File: src/rtl/spi3w_pkg.sv
package spi3w_pkg;

    // Link control states
    typedef enum logic [1:0] {
        ST_IDLE = 2'd0,   // serial clock idle, waiting for a falling edge
        ST_XFER = 2'd1,   // accepted transfer in progress
        ST_SKIP = 2'd2    // transfer started too early, ignored
    } link_state_e;

endpackage

File: src/rtl/spi3w_sync.sv
module spi3w_sync #(
    parameter int STAGES = 2
) (
    input  logic clk,
    input  logic rst_n,
    input  logic sclk_in,
    input  logic mosi_in,
    output logic sclk_lvl,
    output logic sclk_rise,
    output logic sclk_fall,
    output logic mosi_lvl
);

    logic [STAGES-1:0] sclk_pipe;
    logic [STAGES-1:0] mosi_pipe;
    logic              sclk_prev;

    // Serial clock resets to its idle-high level so no false edge appears.
    always_ff @(posedge clk or negedge rst_n) begin
        if (!rst_n) begin
            sclk_pipe <= '1;
            mosi_pipe <= '0;
            sclk_prev <= 1'b1;
        end else begin
            sclk_pipe <= {sclk_pipe[STAGES-2:0], sclk_in};
            mosi_pipe <= {mosi_pipe[STAGES-2:0], mosi_in};
            sclk_prev <= sclk_pipe[STAGES-1];
        end
    end

    assign sclk_lvl  = sclk_pipe[STAGES-1];
    assign mosi_lvl  = mosi_pipe[STAGES-1];
    assign sclk_rise = sclk_pipe[STAGES-1] & ~sclk_prev;
    assign sclk_fall = ~sclk_pipe[STAGES-1] & sclk_prev;

endmodule

File: src/rtl/spi3w_idle_timer.sv
module spi3w_idle_timer #(
    parameter int END_CYC = 1000,
    parameter int GAP_CYC = 2000
) (
    input  logic clk,
    input  logic rst_n,
    input  logic sclk_lvl,
    output logic end_hit,
    output logic gap_ok
);

    localparam int CW = $clog2(GAP_CYC + 1);
    localparam logic [CW-1:0] GAP_V = CW'(GAP_CYC);
    localparam logic [CW-1:0] END_V = CW'(END_CYC);

    logic [CW-1:0] hi_cnt;

    // Counts serial-clock high cycles and saturates at the gap limit.
    // It starts saturated so that the first frame after reset is legal.
    always_ff @(posedge clk or negedge rst_n) begin
        if (!rst_n) begin
            hi_cnt <= GAP_V;
        end else if (!sclk_lvl) begin
            hi_cnt <= '0;
        end else if (hi_cnt < GAP_V) begin
            hi_cnt <= hi_cnt + 1'b1;
        end
    end

    assign end_hit = sclk_lvl && (hi_cnt >= END_V);
    assign gap_ok  = (hi_cnt >= GAP_V);

    // the counter never goes past its saturation point
    a_r5_cnt_saturates: assert property (@(posedge clk) disable iff (!rst_n)
        hi_cnt <= GAP_V);

endmodule

File: src/rtl/spi3w_tx_stage.sv
module spi3w_tx_stage #(
    parameter int BW  = 8,
    parameter int GRP = 4
) (
    input  logic          clk,
    input  logic          rst_n,
    input  logic [BW-1:0] in_data,
    input  logic          in_valid,
    input  logic          in_rev,
    output logic          in_ready,
    input  logic          pop,
    input  logic          flush,
    output logic [BW-1:0] head,
    output logic          avail
);

    localparam int FW = $clog2(GRP + 1);

    logic [BW-1:0] slot [GRP];
    logic [FW-1:0] fill;
    logic          grp_mode;
    logic          avail_q;
    logic          take;

    assign in_ready = !avail_q && ((fill == '0) || grp_mode);
    assign take     = in_valid && in_ready;
    assign avail    = avail_q;

    // The next byte to send is always the highest filled slot.
    // A single byte sits in slot 0, and a group drains from the top down.
    always_comb begin
        head = '0;
        for (int k = 0; k < GRP; k++) begin
            if (fill == FW'(k + 1)) head = slot[k];
        end
    end

    always_ff @(posedge clk) begin
        for (int k = 0; k < GRP; k++) begin
            if (take && !flush && fill == FW'(k)) slot[k] <= in_data;
        end
    end

    always_ff @(posedge clk or negedge rst_n) begin
        if (!rst_n) begin
            fill     <= '0;
            grp_mode <= 1'b0;
            avail_q  <= 1'b0;
        end else if (flush) begin
            fill     <= '0;
            grp_mode <= 1'b0;
            avail_q  <= 1'b0;
        end else if (pop) begin
            fill    <= fill - 1'b1;
            avail_q <= (fill > FW'(1));
            if (fill == FW'(1)) grp_mode <= 1'b0;
        end else if (take) begin
            fill <= fill + 1'b1;
            if (fill == '0) begin
                grp_mode <= in_rev;
                avail_q  <= !in_rev;
            end else begin
                avail_q  <= (fill == FW'(GRP - 1));
            end
        end
    end

    a_r9_fill_bound: assert property (@(posedge clk) disable iff (!rst_n)
        fill <= FW'(GRP));
    a_r8_pop_needs_byte: assert property (@(posedge clk) disable iff (!rst_n)
        pop |-> avail_q);
    a_r10_flush_empties: assert property (@(posedge clk) disable iff (!rst_n)
        flush |=> (fill == '0) && !avail_q);
    a_r11_held_when_full: assert property (@(posedge clk) disable iff (!rst_n)
        (avail_q && !pop && !flush) |=> (fill == $past(fill)));

endmodule

File: src/rtl/spi3w_slave.sv
module spi3w_slave
    import spi3w_pkg::*;
#(
    parameter int CLK_MHZ     = 200,
    parameter int END_NS      = 5000,
    parameter int GAP_NS      = 10000,
    parameter int BYTE_W      = 8,
    parameter int GRP_BYTES   = 4,
    parameter int SYNC_STAGES = 2
) (
    input  logic              clk,
    input  logic              rst_n,
    input  logic              sclk,
    input  logic              mosi,
    output logic              miso,
    input  logic [BYTE_W-1:0] tx_data,
    input  logic              tx_valid,
    input  logic              tx_rev,
    output logic              tx_ready,
    output logic [BYTE_W-1:0] rx_data,
    output logic              rx_valid,
    output logic              frame_start,
    output logic              frame_end,
    output logic              frame_err,
    output logic              underrun,
    output logic              gap_err
);

    localparam int END_CYC = CLK_MHZ * END_NS / 1000;
    localparam int GAP_CYC = CLK_MHZ * GAP_NS / 1000;
    localparam int CNT_W   = $clog2(BYTE_W);
    localparam logic [CNT_W-1:0] LAST_BIT = CNT_W'(BYTE_W - 1);

    link_state_e state, state_nx;

    logic              sclk_lvl, sclk_rise, sclk_fall, mosi_lvl;
    logic              end_hit, gap_ok;
    logic              avail, pop, flush;
    logic [BYTE_W-1:0] head, next_byte;
    logic              fall_start, fall_early, load_tx;

    logic [BYTE_W-1:0] rx_sh, tx_sh;
    logic [CNT_W-1:0]  rx_cnt, tx_cnt;
    logic              miso_q;

    spi3w_sync #(.STAGES(SYNC_STAGES)) u_sync (
        .clk       (clk),
        .rst_n     (rst_n),
        .sclk_in   (sclk),
        .mosi_in   (mosi),
        .sclk_lvl  (sclk_lvl),
        .sclk_rise (sclk_rise),
        .sclk_fall (sclk_fall),
        .mosi_lvl  (mosi_lvl)
    );

    spi3w_idle_timer #(.END_CYC(END_CYC), .GAP_CYC(GAP_CYC)) u_timer (
        .clk      (clk),
        .rst_n    (rst_n),
        .sclk_lvl (sclk_lvl),
        .end_hit  (end_hit),
        .gap_ok   (gap_ok)
    );

    spi3w_tx_stage #(.BW(BYTE_W), .GRP(GRP_BYTES)) u_stage (
        .clk      (clk),
        .rst_n    (rst_n),
        .in_data  (tx_data),
        .in_valid (tx_valid),
        .in_rev   (tx_rev),
        .in_ready (tx_ready),
        .pop      (pop),
        .flush    (flush),
        .head     (head),
        .avail    (avail)
    );

    // Edge qualifiers and datapath controls
    always_comb begin
        fall_start = (state == ST_IDLE) && sclk_fall && gap_ok;
        fall_early = (state == ST_IDLE) && sclk_fall && !gap_ok;
        load_tx    = fall_start || ((state == ST_XFER) && sclk_fall && (tx_cnt == '0));
        pop        = load_tx && avail;
        flush      = (state == ST_XFER) && end_hit;
        next_byte  = avail ? head : '0;
    end

    // Next state
    always_comb begin
        state_nx = state;
        unique case (state)
            ST_IDLE: begin
                if (fall_start)      state_nx = ST_XFER;   // start
                else if (fall_early) state_nx = ST_SKIP;   // violate
            end
            ST_XFER: if (end_hit) state_nx = ST_IDLE;      // finish
            ST_SKIP: if (end_hit) state_nx = ST_IDLE;      // drop
            default: state_nx = ST_IDLE;
        endcase
    end

    // State register
    always_ff @(posedge clk or negedge rst_n) begin
        if (!rst_n) state <= ST_IDLE;
        else        state <= state_nx;
    end

    // Outputs and shift registers
    always_ff @(posedge clk or negedge rst_n) begin
        if (!rst_n) begin
            rx_sh       <= '0;
            tx_sh       <= '0;
            rx_cnt      <= '0;
            tx_cnt      <= '0;
            miso_q      <= 1'b0;
            rx_data     <= '0;
            rx_valid    <= 1'b0;
            frame_start <= 1'b0;
            frame_end   <= 1'b0;
            frame_err   <= 1'b0;
            underrun    <= 1'b0;
            gap_err     <= 1'b0;
        end else begin
            frame_start <= 1'b0;
            frame_end   <= 1'b0;
            rx_valid    <= 1'b0;

            if (load_tx) begin
                miso_q <= next_byte[BYTE_W-1];
                tx_sh  <= {next_byte[BYTE_W-2:0], 1'b0};
                tx_cnt <= CNT_W'(1);
                if (!avail) underrun <= 1'b1;
            end else if ((state == ST_XFER) && sclk_fall) begin
                miso_q <= tx_sh[BYTE_W-1];
                tx_sh  <= {tx_sh[BYTE_W-2:0], 1'b0};
                tx_cnt <= tx_cnt + 1'b1;
            end

            if (fall_start) begin
                frame_start <= 1'b1;
                frame_err   <= 1'b0;
                rx_cnt      <= '0;
                underrun    <= !avail;
            end

            if (fall_early) gap_err <= 1'b1;

            if ((state == ST_XFER) && sclk_rise) begin
                rx_sh  <= {rx_sh[BYTE_W-2:0], mosi_lvl};
                rx_cnt <= rx_cnt + 1'b1;
                if (rx_cnt == LAST_BIT) begin
                    rx_valid <= 1'b1;
                    rx_data  <= {rx_sh[BYTE_W-2:0], mosi_lvl};
                end
            end

            if (flush) begin
                frame_end <= 1'b1;
                frame_err <= (rx_cnt != '0);
                miso_q    <= 1'b0;
            end
        end
    end

    assign miso = miso_q;

    a_r2_start_enters_xfer: assert property (@(posedge clk) disable iff (!rst_n)
        frame_start |-> (state == ST_XFER));
    a_r5_end_returns_idle: assert property (@(posedge clk) disable iff (!rst_n)
        frame_end |-> (state == ST_IDLE));
    a_r5_start_end_apart: assert property (@(posedge clk) disable iff (!rst_n)
        !(frame_start && frame_end));
    a_r3_rx_only_in_xfer: assert property (@(posedge clk) disable iff (!rst_n)
        rx_valid |-> (state == ST_XFER));
    a_r6_gap_sticky: assert property (@(posedge clk) disable iff (!rst_n)
        !$fell(gap_err));
    a_r6_skip_silent: assert property (@(posedge clk) disable iff (!rst_n)
        (state == ST_SKIP) |-> (!frame_start && !rx_valid && !pop));
    a_r4_miso_moves_on_fall: assert property (@(posedge clk) disable iff (!rst_n)
        (!$past(sclk_fall) && !$past(flush)) |-> $stable(miso_q));

endmodule

File: config.mk
export PLATFORM = sky130hd
export DESIGN_NAME = spi3w_slave
export DESIGN_NICKNAME = d
export VERILOG_FILES = /design/src/rtl/spi3w_pkg.sv /design/src/rtl/spi3w_sync.sv /design/src/rtl/spi3w_idle_timer.sv /design/src/rtl/spi3w_tx_stage.sv /design/src/rtl/spi3w_slave.sv
export SDC_FILE = /design/constraint.sdc
export NUM_CORES = 1
export LEC_CHECK = 0
export BUFFER_PORTS_ARGS = -buffer_cell sky130_fd_sc_hd__clkbuf_2
export CAP_MARGIN = 10
export CORE_ASPECT_RATIO = 1.4
export CORE_MARGIN = 1.5
export CORE_UTILIZATION = 45
export CTS_CLUSTER_SIZE = 40
export DETAILED_ROUTE_END_ITERATION = 8
export GPL_TIMING_DRIVEN = 0
export PLACE_DENSITY_LB_ADDON = 0.25
export SYNTH_ARGS = -nofsm -noshare
export SYNTH_HDL_FRONTEND = slang
export SYNTH_HIERARCHICAL = 1
export SYNTH_SLANG_ARGS = --single-unit
File: constraint.sdc
create_clock -name clk -period 2.4 [get_ports clk]
set_clock_uncertainty 0.05 [all_clocks]
set_input_delay 0.12 -clock clk [delete_from_list [all_inputs] [get_ports clk]]
set_output_delay 0.12 -clock clk [all_outputs]
set_load 0.05 [all_outputs]
# Yosys cells after proc, flatten, opt, wreduce, memory -nomap -nowiden
# Memories as Yosys holds them, arrays and structs flattened.
# Cells that the tools add are included.
dict set report totals {
  ram_bits 32
  n_memories 1
  latchBits 0
  register_bits 59
  mem_bits_ro 0
}
# name words word_bits read_ports rd_ports_with_merged_regs write_ports line_no
set memory_table {}
lappend memory_table {u_stage.slot 4 8 4 0 1 spi3w_tx_stage.sv:19} ;# logic [BW-1:0] slot [GRP];
dict set report classes {
  magnitude_cmp 4
  mul 0
  shift 0
  add_sub_neg 5
  eq_ne 12
  muxes 58
  bitwise_logic 4
  reduce_logical 41
  div 0
}
# operator count
set ops {}
lappend ops {{$mux 8} 10}
lappend ops {{$mux 1} 32}
lappend ops {{$reduce_or 8->1} 3}
lappend ops {{$mux 11} 2}
lappend ops {{$mux 3} 7}
lappend ops {{$logic_and 1x1->1} 16}
lappend ops {{$mux 2} 6}
lappend ops {{$reduce_bool 3->1} 4}
lappend ops {{$add 11x1->11 const B} 1}
lappend ops {{$ge 11x10->1 const B} 1}
lappend ops {{$ge 11x11->1 const B} 1}
lappend ops {{$lt 11x11->1 const B} 1}
lappend ops {{$add 3x1->3 const B} 3}
lappend ops {{$reduce_bool 2->1} 4}
lappend ops {{$eq 3x2->1 const B} 2}
lappend ops {{$eq 3x3->1 const B} 2}
lappend ops {{$logic_not 3->1} 2}
lappend ops {{$reduce_and 2->1} 3}
lappend ops {{$logic_not 1->1} 4}
lappend ops {{$ne 2x1->1 const B} 2}
lappend ops {{$pmux 2 s2} 1}
lappend ops {{$eq 3x1->1 const B} 1}
lappend ops {{$gt 3x1->1 const B} 1}
lappend ops {{$ne 3x1->1 const B} 1}
lappend ops {{11 further kinds} 14}

# Depth between registers and ports, before layout
# Gate-level depths: netlist (run 1).
dict set report depth {
  depth_word 12
  depth_mapped 11
}

# Hierarchy
# Netlist (run 1), hierarchy kept.
# module instances seq_area_each_um2 area_per_inst_um2 cells_each
set modules_own_cells {}
lappend modules_own_cells {spi3w_tx_stage 1 1086.0 1756.7 122}
lappend modules_own_cells {spi3w_slave 1 925.9 1705.4 148}
lappend modules_own_cells {spi3w_idle_timer 1 282.8 605.6 63}
lappend modules_own_cells {spi3w_sync 1 128.9 143.9 7}

# Least setup slack after synthesis (run 1)
# No wires, ideal clock.
dict set report synth_timing {
  path_type {reg2reg}
  start {register u_timer.hi_cnt[7]}
  end {register u_stage.fill[2]}
  path_buffers 1
  arrival_ns 2.213
  required_time_ns 2.272
  setup_slack_ns 0.059
  stages_incl_launch_ff 11
  path_cell_list {dfstp_2 -> nand4_1 -> nor2_1 -> nand3_1 -> nand2_1 -> and2_1 -> buf_2 -> nor2b_1 -> a221oi_1 -> a31oi_1 -> a21oi_1}
}
dict set report synth_between {
  elab_chain_cells 6
  word_cells_on_any_way 10
}
# element line_no
set synth_rtl {}
lappend synth_rtl {{start: declaration} spi3w_idle_timer.sv:16} ;# logic [CW-1:0] hi_cnt;
lappend synth_rtl {{start signal: assignment} spi3w_idle_timer.sv:26} ;# hi_cnt <= hi_cnt + 1'b1;
lappend synth_rtl {{$ge 11x11->1 (*)} spi3w_idle_timer.sv:31} ;# assign gap_ok = (hi_cnt >= GAP_V);
lappend synth_rtl {{via gap_ok} spi3w_slave.sv:37} ;# logic end_hit, gap_ok;
lappend synth_rtl {{$logic_and 1x1->1 (*)} spi3w_slave.sv:80} ;# fall_start = (state == ST_IDLE) && sclk_fall && gap_ok;
lappend synth_rtl {{$logic_or 1x1->1 (*)} spi3w_slave.sv:82} ;# load_tx = fall_start || ((state == ST_XFER) && sclk_fall && (tx_cnt == '0));
lappend synth_rtl {{$logic_and 1x1->1 (*)} spi3w_slave.sv:83} ;# pop = load_tx && avail;
lappend synth_rtl {{via pop} spi3w_slave.sv:38} ;# logic avail, pop, flush;
lappend synth_rtl {{$mux 3} spi3w_tx_stage.sv:53} ;# end else if (pop) begin
lappend synth_rtl {{$mux 3} spi3w_tx_stage.sv:49} ;# end else if (flush) begin
lappend synth_rtl {{end signal: assignment} spi3w_tx_stage.sv:54} ;# fill <= fill - 1'b1;
lappend synth_rtl {{end signal: assignment} spi3w_tx_stage.sv:58} ;# fill <= fill + 1'b1;
lappend synth_rtl {{end: declaration} spi3w_tx_stage.sv:20} ;# logic [FW-1:0] fill;
# Mark *: on every way through the listed nets, which the timed path passes. The rest lies on a longest branch.
# A chain may end at the register's enable or synchronous reset.

# Worst setup path after layout (run 1)
dict set report layout_timing {
  start {register u_sync.sclk_pipe[1]}
  end {register u_stage.grp_mode}
}
dict set report layout_between {
  elab_chain_cells 8
  word_cells_on_any_way 16
}
# element line_no
set layout_rtl {}
lappend layout_rtl {{start: declaration} spi3w_sync.sv:14} ;# logic [STAGES-1:0] sclk_pipe;
lappend layout_rtl {{start signal: assignment} spi3w_sync.sv:25} ;# sclk_pipe <= {sclk_pipe[STAGES-2:0], sclk_in};
lappend layout_rtl {{$not 1->1 (*)} spi3w_sync.sv:34} ;# assign sclk_fall = ~sclk_pipe[STAGES-1] & sclk_prev;
lappend layout_rtl {{$and 1x1->1 (*)} spi3w_sync.sv:34}
lappend layout_rtl {{via sclk_fall} spi3w_slave.sv:36} ;# logic sclk_lvl, sclk_rise, sclk_fall, mosi_lvl;
lappend layout_rtl {{$logic_and 1x1->1 (on tied branches) (2 in series)} {spi3w_slave.sv:80, spi3w_slave.sv:82}}
lappend layout_rtl {{$logic_or 1x1->1 (*)} spi3w_slave.sv:82}
lappend layout_rtl {{$logic_and 1x1->1 (*)} spi3w_slave.sv:83}
lappend layout_rtl {{via pop} spi3w_slave.sv:38}
lappend layout_rtl {{$ne 3x1->1 (no source line), or another cell as far along} n/a}
lappend layout_rtl {{$reduce_and 3->1 (no source line) or $mux 1 (tied branches)} n/a}
lappend layout_rtl {{end signal: assignment} spi3w_tx_stage.sv:60} ;# grp_mode <= in_rev;
lappend layout_rtl {{end: declaration} spi3w_tx_stage.sv:21} ;# logic grp_mode;
# Marks and branches as above.

==> results of run 1 <==
## synth_stat cells, types with 4 or more instances
master / n / area share, %
a21oi_1: 17 / 2.0
a221o_1: 8 / 1.9
a221oi_2: 8 / 2.9
a31oi_1: 10 / 1.5
and2_1: 6 / 0.89
buf_2: 9 / 1.1
buf_6: 5 / 1.3
dfrtp_1: 49 / 29
dfstp_2: 9 / 5.6
edfxtp_1: 32 / 23
ha_1: 15 / 4.5
inv_1: 15 / 1.3
mux2_2: 15 / 4.0
nand2_1: 16 / 1.4
nand3_1: 17 / 2.0
nor2_1: 16 / 1.4
nor2b_1: 11 / 1.6
nor3_1: 9 / 1.1
o211ai_1: 8 / 1.4
o21ai_0: 7 / 0.83
or3_1: 4 / 0.59
## what timing repair did
action                                  4_1_cts  5_1_grt
resized for setup                             6        7
hold buffers                                 11        0
endpoints found under the setup margin       38       34
pin swaps                                     2        2
setup buffers                                 1        5
hold endpoints to repair                     83        0
## sequential cells by signal, summed over array words and instances (netlist names), 2 cells and up
signal	cells
u_sync/mosi_pipe	2
rx_data	8
u_timer/hi_cnt	11
u_sync/sclk_pipe	2
rx_sh	7
tx_sh	7
u_stage/slot	32
state	2
u_stage/fill	3
tx_cnt	3
rx_cnt	3
## layout make-up
| cell class | instances | area, µm² | area share [%] |
|---|---|---|---|
| Buffer | 18 | 119 | 2.39 |
| Clock buffer | 11 | 234 | 4.70 |
| Clock inverter | 5 | 38.8 | 0.780 |
| Inverter | 17 | 77.6 | 1.56 |
| Multi-Input combinational cell | 215 | 1640 | 33.1 |
| Sequential cell | 90 | 2420 | 48.7 |
| Tap cell | 107 | 134 | 2.69 |
| Timing Repair Buffer | 46 | 303 | 6.09 |
## critical path, cell delays in order (launching register included)
cell      delay, ns
dfstp_2        0.56
and2b_2        0.26
buf_6          0.14
nand4b_1       0.20
nand2_1        0.10
and2_1         0.16
clkbuf_4       0.18
mux2i_1        0.14
nor2_1         0.10
nand4b_1       0.10
a31oi_1        0.18
## power by group through the flow
stage / registers (W) / clock network (W) / logic [W]
floorplan: 0.00175 / 0 / 0.000767
global placement: 0.00176 / 0 / 0.000972
detailed placement: 0.00176 / 0 / 0.000988
CTS: 0.00173 / 0.00133 / 0.00101
global route: 0.00175 / 0.00139 / 0.00114
finish: 0.00174 / 0.00129 / 0.00102
## metrics by stage
step | utilization [%] | setup TNS (ns) | std cells | worst slack (ns) | hold WS [ns]
after floorplan | - | 0 | 340 | 0.0594 | -0.226
after global placement | 49.5 | -5.90 | 476 | -0.400 | 0.161
after detailed placement | 49.5 | -6.38 | 476 | -0.384 | 0.168
after CTS | 54.0 | 0 | 504 | 0.00680 | 0.0508
after global routing | 54.8 | -0.00464 | 509 | -0.00172 | 0.0607
final | 54.8 | 0 | 509 | 0.127 | 0.0643
## per-layer routing
metal / up-vias / track usage [%]
met4: 0 / 6.86
met3: 8 / 4.91
met5: - / 0
met2: 36 / 29.0
met1: 1382 / 21.8
li1: 1376 / -
## cell families after synthesis
family / count (synthesis) / share of synthesized area, %
fa+ha+maj: 15 / 4.46
buf+inv: 35 / 4.60
compound gates: 81 / 15.0
xor+xnor: 5 / 1.04
mux: 17 / 4.49
flops: 90 / 57.5
simple gates: 97 / 12.9
## worst max-delay path by stage
stage                     cells past startpoint  slack (ns)                 from            endpoint
final                                        10        0.13  u_sync/sclk_pipe[1]    u_stage/grp_mode
after global routing                          7      -0.002    u_timer/hi_cnt[3]  u_stage/slot[2][4]
after CTS                                     7       0.007    u_timer/hi_cnt[3]  u_stage/slot[2][0]
after detailed placement                     10       -0.38    u_timer/hi_cnt[7]     u_stage/fill[2]
after global placement                        5       -0.40      u_stage/fill[0]  u_stage/slot[3][3]
after floorplan                              10        0.06    u_timer/hi_cnt[7]     u_stage/fill[2]
==> summary.txt, run 1 <==
Placement
  – Detailed Place HPWL: 5.27 mm
  – IO Port Bufs: 29
  – RePlAce Congestion: 0.821
  – Placed instance area: 4490 µm²

Worst setup path
  – CP max FO: 10
  – Critical R2R Capture: u_stage/grp_mode
  – Crit path kind: reg2reg
  – WP data required: 2.60 ns
  – Worst r2r src: u_sync/sclk_pipe[1]
  – R2R setup slack: 0.13 ns
  – CP endpoint kind: flip-flop
  – R2R depth: 10
  – Worst EP arrival: 2.48 ns
  – Critical Path Start Type: flip-flop

Synth
  – Fraction of registers with async set/reset: 64.4%
  – Unique masters post-synth: 56
  – Synthesized area: 4210 µm²
  – EDFF count, synth: 32
  – Synth Net Count: 369
  – Ys Warns: 6
  – Main flop type after synthesis: dfrtp_1
  – Mean Syn Cell Area: 12.4 µm²
  – Synth Instances: 340
  – Number of synthesized register bits: 90
  – Sequential area share after synthesis: 57.5%

Drt
  – Via density: 5.50
  – Metal-1 WL: 3.46 mm
  – Met2 wire len: 4.09 mm
  – Drt wl/cell: 15.4 µm
  – Met3 WL post-DR: 196 µm
  – Detailed Route Iter0 Violations: 114
  – Final WL: 7.86 mm
  – Post-route ant nets: 0
  – Drt pass-1 iters: 6
  – Number of remaining DRC errors: 2
  – DR vias: 2,802
  – DR top layer: met4

Floorplanning
  – Initial Util: 46.4%
  – Die Footprint: 9960 µm²
  – IO Count: 30
  – Chip width: 84.8 µm
  – Site row count: 41
  – Core area: 9080 µm²
  – Height of the die: 117 µm

Global route
  – Antenna violations before repair: 0
  – Tot GR Track Use: 17.6%
  – Largest net degree at the start of global routing: 59
  – First-pass GRT wire length: 13.9 mm
  – Vias in the first global route: 2,920
  – Grt total ovfl: 0

Hold path
  – Hold Crit Class: in2reg
  – Hold endpoint: u_stage/grp_mode
  – HP Start: tx_rev
  – Worst hold path depth: 3

Clock tree
  – CTS tree: yes
  – CTS Root Cell: clkbuf_16
  – Clock Latency Late Sink: 0.34 ns
  – CTS H-tree depth: 3
  – Register clock-pin slew on the reported worst setup and hold paths: 0.06 ns
  – Longest Clk Path Bufs: 2
  – Clk sinks: 90
  – TritonCTS buffer count: 9

Final layout
  – Most frequent cells in the layout: 49 x dfrtp_1, 32 x edfxtp_1, 29 x clkbuf_2, 17 x a21oi_1
  – Cell area after layout: 4970 µm²
  – Share of layout cells above drive strength 1: 29.1%
  – Most common cell after layout, fill and taps aside: dfrtp_1
  – Final #Nets: 426
  – Syn-to-layout area delta: 18.1%
  – N_diodes: 0
  – Filler instances: 781

Timing
  – Relative slew slack: 47.7%
  – Max-slew violations: 0
  – Maximum clock rate: 440 MHz
  – Worst-margin pin slew: 0.784 ns
  – Unrepaired setup endpoints after global routing: true
  – Setup violations, final: 0
  – Final Hold Viols: 0
  – Tmin final: 2.27 ns
  – Crit share post-route: 94.7%

Power and ir drop
  – Combinational share of power: 25.3%
  – Total power: 0.00405 W
  – Clock network power share: 31.9%
  – Cell internal power dissipation: 0.00284 W
  – Switching Share: 29.9%
  – Leak pwr: 2.10 nW
  – Sw power: 0.00121 W
  – Max VDD drop: 0.507 mV
  – Cell Pwr Density: 814 nW/µm²
  – Seq pwr share: 42.9%

Run
  – Number of maximum-capacitance violations: 0

Status
  – Status: finished with violations
  – Failing checks: design-rule violations
Note: power is estimated with default switching activity, not from simulation.
==> run 2, diff against run 1 <==
--- a/config.mk
+++ b/config.mk
@@ -5,11 +5,12 @@
 export SDC_FILE = /design/constraint.sdc
 export NUM_CORES = 1
 export LEC_CHECK = 0
+export ABC_AREA = 1
 export BUFFER_PORTS_ARGS = -buffer_cell sky130_fd_sc_hd__clkbuf_2
 export CAP_MARGIN = 10
 export CORE_ASPECT_RATIO = 1.4
 export CORE_MARGIN = 1.5
-export CORE_UTILIZATION = 45
+export CORE_UTILIZATION = 54
 export CTS_CLUSTER_SIZE = 40
 export DETAILED_ROUTE_END_ITERATION = 8
 export GPL_TIMING_DRIVEN = 0
==> summary.txt, run 2 <==
Timing
  – Unrepaired setup endpoints after global routing: true
  – Final worst setup slack: 0.145 ns
  – Tmin final: 2.25 ns
  – Crit share post-route: 94.0%
  – Final Hold Viols: 0
  – Maximum clock rate: 443 MHz
  – Relative slew slack: 47.9%
  – Max-slew violations: 0
  – Worst-margin pin slew: 0.781 ns
  – Setup TNS: 0 ns
  – Setup violations, final: 0

Clock tree
  – Clock Latency Late Sink: 0.36 ns
  – Clk sinks: 90
  – CTS tree: yes
  – CTS Root Cell: clkbuf_8
  – CTS H-tree depth: 3
  – Longest Clk Path Bufs: 2
  – Register clock-pin slew on the reported worst setup and hold paths: 0.08 ns
  – TritonCTS buffer count: 9

Hold path
  – Hold Crit Class: in2reg
  – Worst hold path depth: 5

Floorplanning
  – Height of the die: 109 µm
  – Core area: 7750 µm²
  – IO Count: 30
  – Die Footprint: 8580 µm²
  – Initial Util: 55.9%
  – Chip width: 78.7 µm
  – Site row count: 38

Worst setup path
  – Critical Path Start Type: flip-flop
  – Crit path kind: reg2reg
  – Worst EP arrival: 2.20 ns
  – R2R depth: 9
  – CP max FO: 8
  – WP data required: 2.34 ns
  – CP endpoint kind: flip-flop

Power and ir drop
  – Switching Share: 22.0%
  – Seq pwr share: 58.3%
  – Leak pwr: 2.36 nW
  – Sw power: 0.000612 W
  – Cell internal power dissipation: 0.00217 W
  – Combinational share of power: 4.8%
  – Max VDD drop: 0.551 mV
  – Cell Pwr Density: 562 nW/µm²
  – Clock network power share: 36.9%

Placement
  – # placed instances: 598
  – IO Port Bufs: 29
  – RePlAce Congestion: 0.840
  – Worst slack, placed: -0.00200 ns
  – Detailed Place HPWL: 5.56 mm

Synth
  – Sequential area share after synthesis: 55.9%
  – Commonest cells in the netlist: 142 x nand2_1, 58 x inv_1, 49 x dfrtp_1
  – Synth Instances: 469
  – Ys Warns: 6
  – Synthesized area: 4330 µm²
  – Mean Syn Cell Area: 9.24 µm²
  – Number of synthesized register bits: 90
  – Synth Net Count: 498
  – Top cells by area, synth: dfrtp_1 28%, edfxtp_1 22%, nand2_1 12%
  – Cell type with the highest aggregate area in the netlist: dfrtp_1
  – Fraction of registers with async set/reset: 64.4%
  – EDFF count, synth: 32
  – Unique masters post-synth: 36
  – Top-count cell post-synth: nand2_1
  – Top cell type's share of synthesized area: 28.3%
  – Main flop type after synthesis: dfrtp_1

Status
  – Status: finished clean

Run
  – Number of maximum-capacitance violations: 0

Drt
  – Post-route ant nets: 0
  – DR vias: 3,174
  – Final WL: 7.88 mm
  – Via density: 5.05
  – Number of remaining DRC errors: 0
  – Detailed Route Iter0 Violations: 111
  – Drt pass-1 iters: 5
  – Drt wl/cell: 12.6 µm

Final layout
  – Reg area: 2420 µm²
  – Most flops, register: u_stage/slot
  – Share of layout cells above drive strength 1: 20.5%
  – Most common cell after layout, fill and taps aside: nand2_1
  – Final non-filler cell total: 628
  – Filler instances: 621
  – Final #Nets: 552
  – N_diodes: 0
  – Area of the multi-input gates: 1620 µm²
  – Syn-to-layout area delta: 14.2%
  – Most frequent cells in the layout: 141 x nand2_1, 56 x inv_1, 49 x dfrtp_1, 39 x nand3_1, 32 x edfxtp_1
  – Biggest regs: u_stage/slot (32), u_timer/hi_cnt (11), rx_data (8)
  – Max reg flops: 32
  – Fin util: 63.9%

Global route
  – First-pass GRT wire length: 13.7 mm
  – Largest net degree at the start of global routing: 59
  – Grt total ovfl: 0
  – Vias in the first global route: 3,209
  – Antenna violations before repair: 0
  – Tot GR Track Use: 20.8%
-- run 2: cell types whose count changed in the layout (fill, tap and decap cells not counted), sizes merged, moves of 15 or more --
cell	delta
inv	+45
mux2	-15
nand2	+140
nand3	+26
nor2	+17
o21ai	+22
-- run 2: logic make-up after synthesis --
kind of cell    count (synthesis)  synth area share, %
compound gates                 45                 5.80
xor+xnor                        1                0.202
fa+ha+maj                      15                 4.33
buf+inv                        71                 7.10
flops                          90                 55.9
simple gates                  247                 26.6
-- run 2: cell type report --
cell class / instances / area share [%]
inverter: 63 / 4.88
clock buffer: 12 / 2.93
buffer: 8 / 1.34
timing repair buffer: 43 / 5.66
tap: 100 / 2.53
sequential: 90 / 49.0
multi-input combinational: 308 / 32.6
clock inverter: 4 / 1.04
-- run 2: routing by layer --
layer | track usage (%) | up-vias | share of wire, %
met5 | 0 | - | 0
met2 | 38.1 | 56 | 54
met4 | 9.82 | 0 | 1.5
met3 | 4.94 | 18 | 3.8
met1 | 22.3 | 1494 | 41
li1 | - | 1606 | -
-- run 2: stage by stage --
stage               instance area (µm²)  hold WS [ns]  power (W)
floorplan                          4330        -0.226    0.00172
global placement                   4600         0.161    0.00177
detailed placement                 4610         0.166    0.00178
CTS                                4910        0.0207    0.00281
global route                       4950        0.0522    0.00288
finish                             4950        0.0419    0.00278
-- run 2: power groups by stage --
stage | clock, W | sequential (W) | combinational, W
2_1_floorplan | 0 | 0.00165 | 0.0000711
3_3_place_gp | 0 | 0.00165 | 0.000116
3_5_place_dp | 0 | 0.00165 | 0.000122
4_1_cts | 0.00105 | 0.00162 | 0.000136
5_1_grt | 0.00110 | 0.00162 | 0.000155
6_report | 0.00103 | 0.00162 | 0.000134
-- run 2: what timing repair did --
action                                 in CTS  in global routing
endpoints found under the hold margin      83                  0
pin swaps                                   0                  2
resized for setup                           0                  7
setup endpoints to repair                  24                 37
buffers inserted                            0                  3
hold buffers                               11                  0
-- run 2: critical path, cell delays in order (launching register included) --
cell,delay [ns]
dfrtp_1,0.46
inv_1,0.11
nor3_2,0.05
o21ai_1,0.08
a21oi_1,0.10
nand2_1,0.10
inv_2,0.08
inv_1,0.12
nand3_2,0.14
nor2_1,0.59
-- run 2: worst paths after layout --
| path | slack (ns) | end | startpoint |
|---|---|---|---|
| setup reg to reg | 0.15 | u_stage/slot[1][7] | u_timer/hi_cnt[5] |
| min in group asynchronous | 0.36 | tx_cnt[0] | rst_n |
| max in group asynchronous | 1.44 | u_sync/mosi_pipe[0] | rst_n |
| hold reg to reg | 0.31 | u_sync/sclk_pipe[1] | u_sync/sclk_pipe[0] |
| setup / recovery | 0.15 | u_stage/slot[1][7] | u_timer/hi_cnt[5] |
| hold / removal | 0.04 | u_stage/grp_mode | tx_rev |
